`src/rtl/dsc_pkg.sv`:
```
`timescale 1ns/1ps
package dsc_pkg;

    // Synchronised control levels, packed MSB first.
    typedef struct packed {
        logic up;
        logic dn;
        logic load_n;
        logic clear;
    } ctl_t;

    localparam int unsigned CTL_W = $bits(ctl_t);

    // Idle levels: strobes high, preset enable inactive, clear inactive.
    localparam ctl_t CTL_IDLE = '{up: 1'b1, dn: 1'b1, load_n: 1'b1, clear: 1'b0};

    typedef enum logic [2:0] {
        ACT_HOLD,
        ACT_CLEAR,
        ACT_LOAD,
        ACT_UP,
        ACT_DN
    } act_e;

    function automatic int unsigned top_value(bit decade, int unsigned width);
        return decade ? 9 : ((1 << width) - 1);
    endfunction

endpackage

```
`src/rtl/dsc_sync.sv`:
```
`timescale 1ns/1ps
module dsc_sync #(
    parameter int unsigned N      = 4,
    parameter int unsigned STAGES = 2,
    parameter logic [N-1:0] RST_VAL = '0
) (
    input  logic         clk,
    input  logic         rst,
    input  logic [N-1:0] d,
    output logic [N-1:0] q
);
    logic [N-1:0] stage [STAGES];

    genvar g;
    generate
        for (g = 0; g < STAGES; g++) begin : g_stage
            if (g == 0) begin : g_first
                always_ff @(posedge clk) begin
                    if (rst) stage[g] <= RST_VAL;
                    else     stage[g] <= d;
                end
            end else begin : g_rest
                always_ff @(posedge clk) begin
                    if (rst) stage[g] <= RST_VAL;
                    else     stage[g] <= stage[g-1];
                end
            end
        end
    endgenerate

    assign q = stage[STAGES-1];
endmodule

```
`src/rtl/dsc_edge.sv`:
```
`timescale 1ns/1ps
module dsc_edge (
    input  logic clk,
    input  logic rst,
    input  logic up_s,
    input  logic dn_s,
    output logic up_d,
    output logic dn_d,
    output logic up_rise,
    output logic dn_rise
);
    always_ff @(posedge clk) begin
        if (rst) begin
            up_d <= 1'b1;
            dn_d <= 1'b1;
        end else begin
            up_d <= up_s;
            dn_d <= dn_s;
        end
    end

    assign up_rise = up_s & ~up_d;
    assign dn_rise = dn_s & ~dn_d;
endmodule

```
`src/rtl/dsc_core.sv`:
```
`timescale 1ns/1ps
module dsc_core #(
    parameter int unsigned CNT_W = 4,
    parameter logic [CNT_W-1:0] TOP = 4'd9
) (
    input  logic             clk,
    input  logic             rst,
    input  logic             clear_s,
    input  logic             load_n_s,
    input  logic             up_rise,
    input  logic             dn_rise,
    input  logic [CNT_W-1:0] preset,
    output logic [CNT_W-1:0] count
);
    import dsc_pkg::*;

    act_e             act;
    logic [CNT_W-1:0] nxt;

    // Fixed priority: clear, then preset, then a single strobe edge.
    always_comb begin
        if (clear_s)                 act = ACT_CLEAR;
        else if (!load_n_s)          act = ACT_LOAD;
        else if (up_rise && !dn_rise) act = ACT_UP;
        else if (dn_rise && !up_rise) act = ACT_DN;
        else                         act = ACT_HOLD;
    end

    always_comb begin
        case (act)
            ACT_CLEAR: nxt = '0;
            ACT_LOAD:  nxt = preset;
            ACT_UP:    nxt = (count >= TOP) ? '0 : count + 1'b1;
            ACT_DN:    nxt = (count == '0) ? TOP : count - 1'b1;
            default:   nxt = count;
        endcase
    end

    always_ff @(posedge clk) begin
        if (rst) count <= '0;
        else     count <= nxt;
    end
endmodule

```
`src/rtl/dsc_cascade.sv`:
```
`timescale 1ns/1ps
module dsc_cascade #(
    parameter int unsigned CNT_W = 4,
    parameter logic [CNT_W-1:0] TOP = 4'd9
) (
    input  logic [CNT_W-1:0] count,
    input  logic             up_d,
    input  logic             dn_d,
    output logic             carry_n,
    output logic             borrow_n
);
    // The delayed strobe sample rises on the same edge that updates the count.
    assign carry_n  = ~((count == TOP) & ~up_d);
    assign borrow_n = ~((count == '0)  & ~dn_d);
endmodule

```
`src/rtl/dual_strobe_counter.sv`:
```
`timescale 1ns/1ps
module dual_strobe_counter #(
    parameter int unsigned CNT_W    = 4,
    parameter bit          DECADE   = 1'b1,
    parameter int unsigned SYNC_LEN = 2
) (
    input  logic             clk,
    input  logic             rst,
    input  logic             up_stb_i,
    input  logic             dn_stb_i,
    input  logic             load_n_i,
    input  logic             clear_i,
    input  logic [CNT_W-1:0] preset_i,
    output logic [CNT_W-1:0] count_o,
    output logic             carry_n_o,
    output logic             borrow_n_o
);
    import dsc_pkg::*;

    localparam logic [CNT_W-1:0] TOP = CNT_W'(top_value(DECADE, CNT_W));

    logic [CTL_W-1:0] ctl_raw;
    logic [CTL_W-1:0] ctl_q;
    ctl_t             ctl;
    logic             up_d, dn_d, up_rise, dn_rise;

    assign ctl_raw = {up_stb_i, dn_stb_i, load_n_i, clear_i};
    assign ctl     = ctl_t'(ctl_q);

    dsc_sync #(
        .N      (CTL_W),
        .STAGES (SYNC_LEN),
        .RST_VAL(CTL_W'(CTL_IDLE))
    ) u_sync (
        .clk(clk),
        .rst(rst),
        .d  (ctl_raw),
        .q  (ctl_q)
    );

    dsc_edge u_edge (
        .clk    (clk),
        .rst    (rst),
        .up_s   (ctl.up),
        .dn_s   (ctl.dn),
        .up_d   (up_d),
        .dn_d   (dn_d),
        .up_rise(up_rise),
        .dn_rise(dn_rise)
    );

    dsc_core #(
        .CNT_W(CNT_W),
        .TOP  (TOP)
    ) u_core (
        .clk     (clk),
        .rst     (rst),
        .clear_s (ctl.clear),
        .load_n_s(ctl.load_n),
        .up_rise (up_rise),
        .dn_rise (dn_rise),
        .preset  (preset_i),
        .count   (count_o)
    );

    dsc_cascade #(
        .CNT_W(CNT_W),
        .TOP  (TOP)
    ) u_cascade (
        .count   (count_o),
        .up_d    (up_d),
        .dn_d    (dn_d),
        .carry_n (carry_n_o),
        .borrow_n(borrow_n_o)
    );
endmodule

```
`config.mk`:
```
export PLATFORM = sky130hd
export DESIGN_NAME = dual_strobe_counter
export DESIGN_NICKNAME = d
export VERILOG_FILES = /design/src/rtl/dsc_pkg.sv /design/src/rtl/dsc_sync.sv /design/src/rtl/dsc_edge.sv /design/src/rtl/dsc_core.sv /design/src/rtl/dsc_cascade.sv /design/src/rtl/dual_strobe_counter.sv
export SDC_FILE = /design/constraint.sdc
export NUM_CORES = 1
export LEC_CHECK = 0
export CORE_MARGIN = 1
export CORE_UTILIZATION = 46
export CTS_CLUSTER_SIZE = 30
export DETAILED_ROUTE_END_ITERATION = 10
export PLACE_DENSITY = 0.75
export RECOVER_POWER = 25
export SLEW_MARGIN = 5
export SYNTH_ARGS = -nofsm -noshare
export SYNTH_HDL_FRONTEND = slang
export SYNTH_SLANG_ARGS = --single-unit
```
`constraint.sdc`:
```
create_clock -name clk -period 2.2 [get_ports clk]
set_input_delay 0.44 -clock clk [delete_from_list [all_inputs] [get_ports clk]]
set_output_delay 0.44 -clock clk [all_outputs]
set_load 0.05 [all_outputs]
```
# Word-level counts from Yosys, hierarchy flattened
# Memory sizes are Yosys's and may differ from the RTL's.
# Index checks and enable logic that the tools add are counted.
# word_totals
n_memories,1
ramBits,8
out_inout_bits,6
regBits,6
# classes
magnitude_cmp,1
bitwise_logic,10
addsub,2
mux,12
n_eq_ne,5
reduce_logical,6
# memory_table
memory,words,word_bits,read_ports,rd_ports_with_merged_regs,write_ports,line,source
u_sync.stage,2,4,2,0,2,dsc_sync.sv:12,logic [N-1:0] stage [STAGES];
# ops
operator,n
4-bit two-way mux,4
4-bit case mux with 4 select lines,1
3-bit two-way mux,4
"3-bit by 2-bit equality test with 1-bit output, second input constant",2
"4-bit by 1-bit adder with 4-bit output, second input constant",1
1-bit bitwise AND,4
"4-bit equality test, second input constant",1
"4-bit greater-or-equal comparator, second input constant",1
4-bit logical NOT,1
1-bit inverter,4
4-bit nonzero test,1
"4-bit by 1-bit subtractor with 4-bit output, second input constant",1
"3-bit by 1-bit equality test with 1-bit output, second input constant",1
"3-bit equality test, second input constant",1
1-bit two-way mux,3
1-bit logical AND,2
1-bit logical NOT,2
1-bit bitwise OR,2

# Logic depth before layout (Yosys ltp)
# depth
depth_word,10
ltp_mapped,7

# By module
# From an unflattened synthesis, not the netlist that was laid out.
# unflattened
hier_cells,78
area_unflattened_um2,724.4
# modules_own_cells
mod,cells_each,area_per_inst_um2,n_inst
dsc_core,52,427.9,1
dsc_sync,16,210.2,1
dsc_edge,6,65.1,1
dsc_cascade,4,21.3,1

# Worst setup path before layout
# Ideal clock, no wire load.
# synth_timing
kind,flip-flop to output port
start,register u_core.count[0]
end,output borrow_n_o
arrival_ns,1.641
slack_ns,0.119
n_path_buf,0
t_required_ns,1.760
stages_incl_launch_ff,5
path_cell_list,dfxtp_1 inv_1 ha_1 nor3b_1 nand2b_1
# synth_via
elab_chain_len,3
# synth_rtl
element,line,source
"start, declared",dsc_core.sv:13,output logic [CNT_W-1:0] count
"start signal, assigned",dsc_core.sv:41,else count <= nxt;
4-bit logical NOT,dsc_cascade.sv:14,assign borrow_n = ~((count == '0) & ~dn_d);
1-bit bitwise AND,dsc_cascade.sv:14,
1-bit inverter,dsc_cascade.sv:14,
"end, declared",dual_strobe_counter.sv:16,output logic borrow_n_o
# No other way between the ends.

# Worst setup path after layout
# layout_timing
start,register u_core.count[2]
end,output count_o[2]
# layout_rtl
element,line,source
"end, declared",dual_strobe_counter.sv:14,"output logic [CNT_W-1:0] count_o,"
# No word-level cell between the ends.

==> metrics <==
grt total ovfl 0; internal power around 0.37 mW; # IOs 16; clock latency at the later pin of the worst-skew pair 0.26 ns; CP Data Required Time ~1.8 ns; NumNets Final 100; CTS max path bufs 2; H-tree depth 1; Final HPWL DP about 900 microns; Avg Cell Area, Syn around 9.4 sq um; VDD IR-drop max between 0.3 and 0.4 mV; Hold Path Class flip-flop to flip-flop; fin crit period between 2 and 2.5 ns; Hold-fix buffers, CTS 0; number of fill cells approximately 120; CTS tree yes; status finished, final reports clean; Final setup violation count 0; CTS sink count 14; first-pass GRT wire length about 1.7 mm; initial antenna violation count 0; Slowest-stage cell, CP clkdlybuf4s50_1; setup bufs post-CTS 0; clock network power share 26.6%; # port buffers 15; vias in the first global route between 400 and 500; Diodes inserted 0; Critical Setup Path Class flip-flop to output pin; worst-path fanout max 10; Worst Path Buf+Inv 1; placed cells between 90 and 100; Reg power frac between 50% and 60%; Worst Tran Pin Value around 0.50 ns; Vias about 540; drt first pass iters 6; final hold vios 0; CP top delay family buffers and inverters; P_leak 0.313 nW; die area between 0.0015 and 0.002 sq mm; Finished Layout Cells 100; largest net degree at the start of global routing 15; worst path cell trace clkdlybuf4s50_1; instance count of the mapped netlist 69; Synth Register Bits 14; Final period util about 94%; root buf cell clkbuf_4; RSZ-0062 raised after global routing false; CP max stage delay about 0.86 ns; Mapped Area between 600 and 700 sq um; # rows 13; PwrDens 603 mW/mm^2; # DRC 0; GR Util All Layers 16.2%; final WL about 1.2 mm; Tot Pwr approximately 0.50 mW; die extent in y roughly 40 microns; Combinational Power Share between 10% and 20%; Sw Share 25.5%; # Max-Cap Violations 0; Seq/Total Area, Yosys a little over two fifths; Initial DRC Count 25; gpl congestion 0.849; CP endpoint kind output pin; initial core utilization between 40 and 50%; Max Clk Rate a little under 500 MHz; placed inst area about 810 sq um; Vias per Instance 5.44; post-CTS sizing 0; Core Area around 0.0013 sq mm; P_sw 0.129 mW; layout cells sized above 1 a little under a fifth; relative slew slack ~67%; number of synthesis warnings 0; drt wl/cell roughly 12 microns; Routed Antenna Nets 0; synthesized net count a little over 80; Area Growth Syn to Fin 28.2%; Clk pin slew, worst setup/hold paths ~0.080 ns; post-route cell area about 840 sq um; Num CTS Buffers 3; Die W 39.6 microns; Final Skew between 0.003 and 0.004 ns; worst reg-to-reg setup slack 0.32 ns; Slew Viols, Final 0; CP arrival 1.63 ns; total negative setup slack 0 ns; Synth cell types 26; CP startpoint kind flip-flop
-- layer usage --
| layer | share of wire (%) | global-route usage [%] | up-vias |
|---|---|---|---|
| met5 | 0 | 0 | - |
| met2 | 47 | 26.6 | 20 |
| met3 | 5.1 | 3.41 | 2 |
| li1 | - | - | 270 |
| met1 | 47 | 20.7 | 252 |
| met4 | 1.5 | 5.17 | 0 |
-- worst reg2reg max path, delay by kind of cell, from the launching register on --
| family | cells | cell delay (ns) |
|---|---|---|
| and+or+nand+nor | 2 | 0.51 |
| AOI/OAI and AO/OA | 3 | 0.47 |
| DFF | 1 | 0.43 |
| adders and majority gates | 1 | 0.26 |
| buffers and inverters | 1 | 0.09 |
-- sequential cells by signal, indices dropped and copies added, names as in the netlist --
register      flops
u_edge.up_d       1
u_core.count      4
u_sync.stage      8
u_edge.dn_d       1
-- placed cells by master (no fill, tap or decap) --
master and n:
or3_1 1, inv_1 3, nor3b_1 3, nor2_1 7
a222oi_1 2, o21ai_0 1, a22oi_1 2, nand2b_1 3
o22ai_1 1, buf_4 1, nand2_1 1, xnor2_1 2
a21boi_0 1, ha_1 3, buf_12 1, o2111a_2 1
nand3_1 1, a31oi_1 1, clkbuf_4 3, nor3_2 1
mux2_2 1, dfxtp_1 14, and2b_1 1, a21oi_1 3
dlygate4sd3_1 1, nand3b_1 3, nor2b_1 3, or2_2 8
clkdlybuf4s50_1 12
-- cell usage after synthesis (all sizes together) --
cell	instances	share of area [%]
a21boi	1	1.2
a21oi	3	2.3
a222oi	2	3.1
a22oi	2	2.3
a31oi	1	0.96
and2b	1	1.2
buf	1	1.7
clkbuf	1	0.58
dfxtp	14	43
ha	3	5.8
inv	3	1.7
mux2	1	1.7
nand2	1	0.58
nand2b	3	2.9
nand3	1	0.77
nand3b	3	3.5
nor2	7	4.0
nor2b	3	2.9
nor3	1	1.5
nor3b	3	3.5
o2111a	1	1.9
o21ai	1	0.77
o22ai	1	0.96
or2	8	7.7
or3	1	0.96
xnor2	2	2.7
-- final timing paths --
check                startpoint                 end  cells past startpoint
min          u_sync.stage[0][3]  u_sync.stage[1][3]                      1
min reg2reg  u_sync.stage[0][3]  u_sync.stage[1][3]                      1
max             u_core.count[2]          count_o[2]                      1
max reg2reg     u_core.count[0]     u_core.count[0]                      7
-- power groups by stage --
stage	sequential, mW	clock, mW	combinational (mW)
finish	0.274	0.134	0.0958
global route	0.276	0.153	0.104
CTS	0.274	0.137	0.0961
detailed placement	0.280	0	0.0957
global placement	0.280	0	0.0949
floorplan	0.292	0	0.0480
-- layout make-up --
| class | count | area (sq um) | area share (%) |
|---|---|---|---|
| Inverter | 3 | 11.3 | 1.35 |
| Clock buffer | 3 | 22.5 | 2.69 |
| Sequential cell | 14 | 280 | 33.5 |
| Timing Repair Buffer | 15 | 158 | 18.9 |
| Multi-Input combinational cell | 50 | 345 | 41.3 |
| Tap cell | 15 | 18.8 | 2.25 |
-- metrics by stage --
stage	worst slack, ns	hold WS [ns]	util, %
final	0.129	0.419	63.4
after global routing	0.00803	0.435	63.4
after CTS	0.117	0.420	63.4
after detailed placement	0.343	0.402	61.7
after global placement	0.371	0.393	61.7
after floorplan	0.119	0.389	-
-- cells by family (layout without fill, tap and decap cells) --
kind of cell,Yosys count,count (layout),synth area share [%]
fa+ha+maj,3,3,5.76
simple gates,32,32,29.4
buf+inv,5,21,4.03
mux,1,1,1.73
compound gates,12,12,13.4
xor+xnor,2,2,2.69
flops,14,14,43.0
Note: power is estimated with default switching activity, not from simulation.
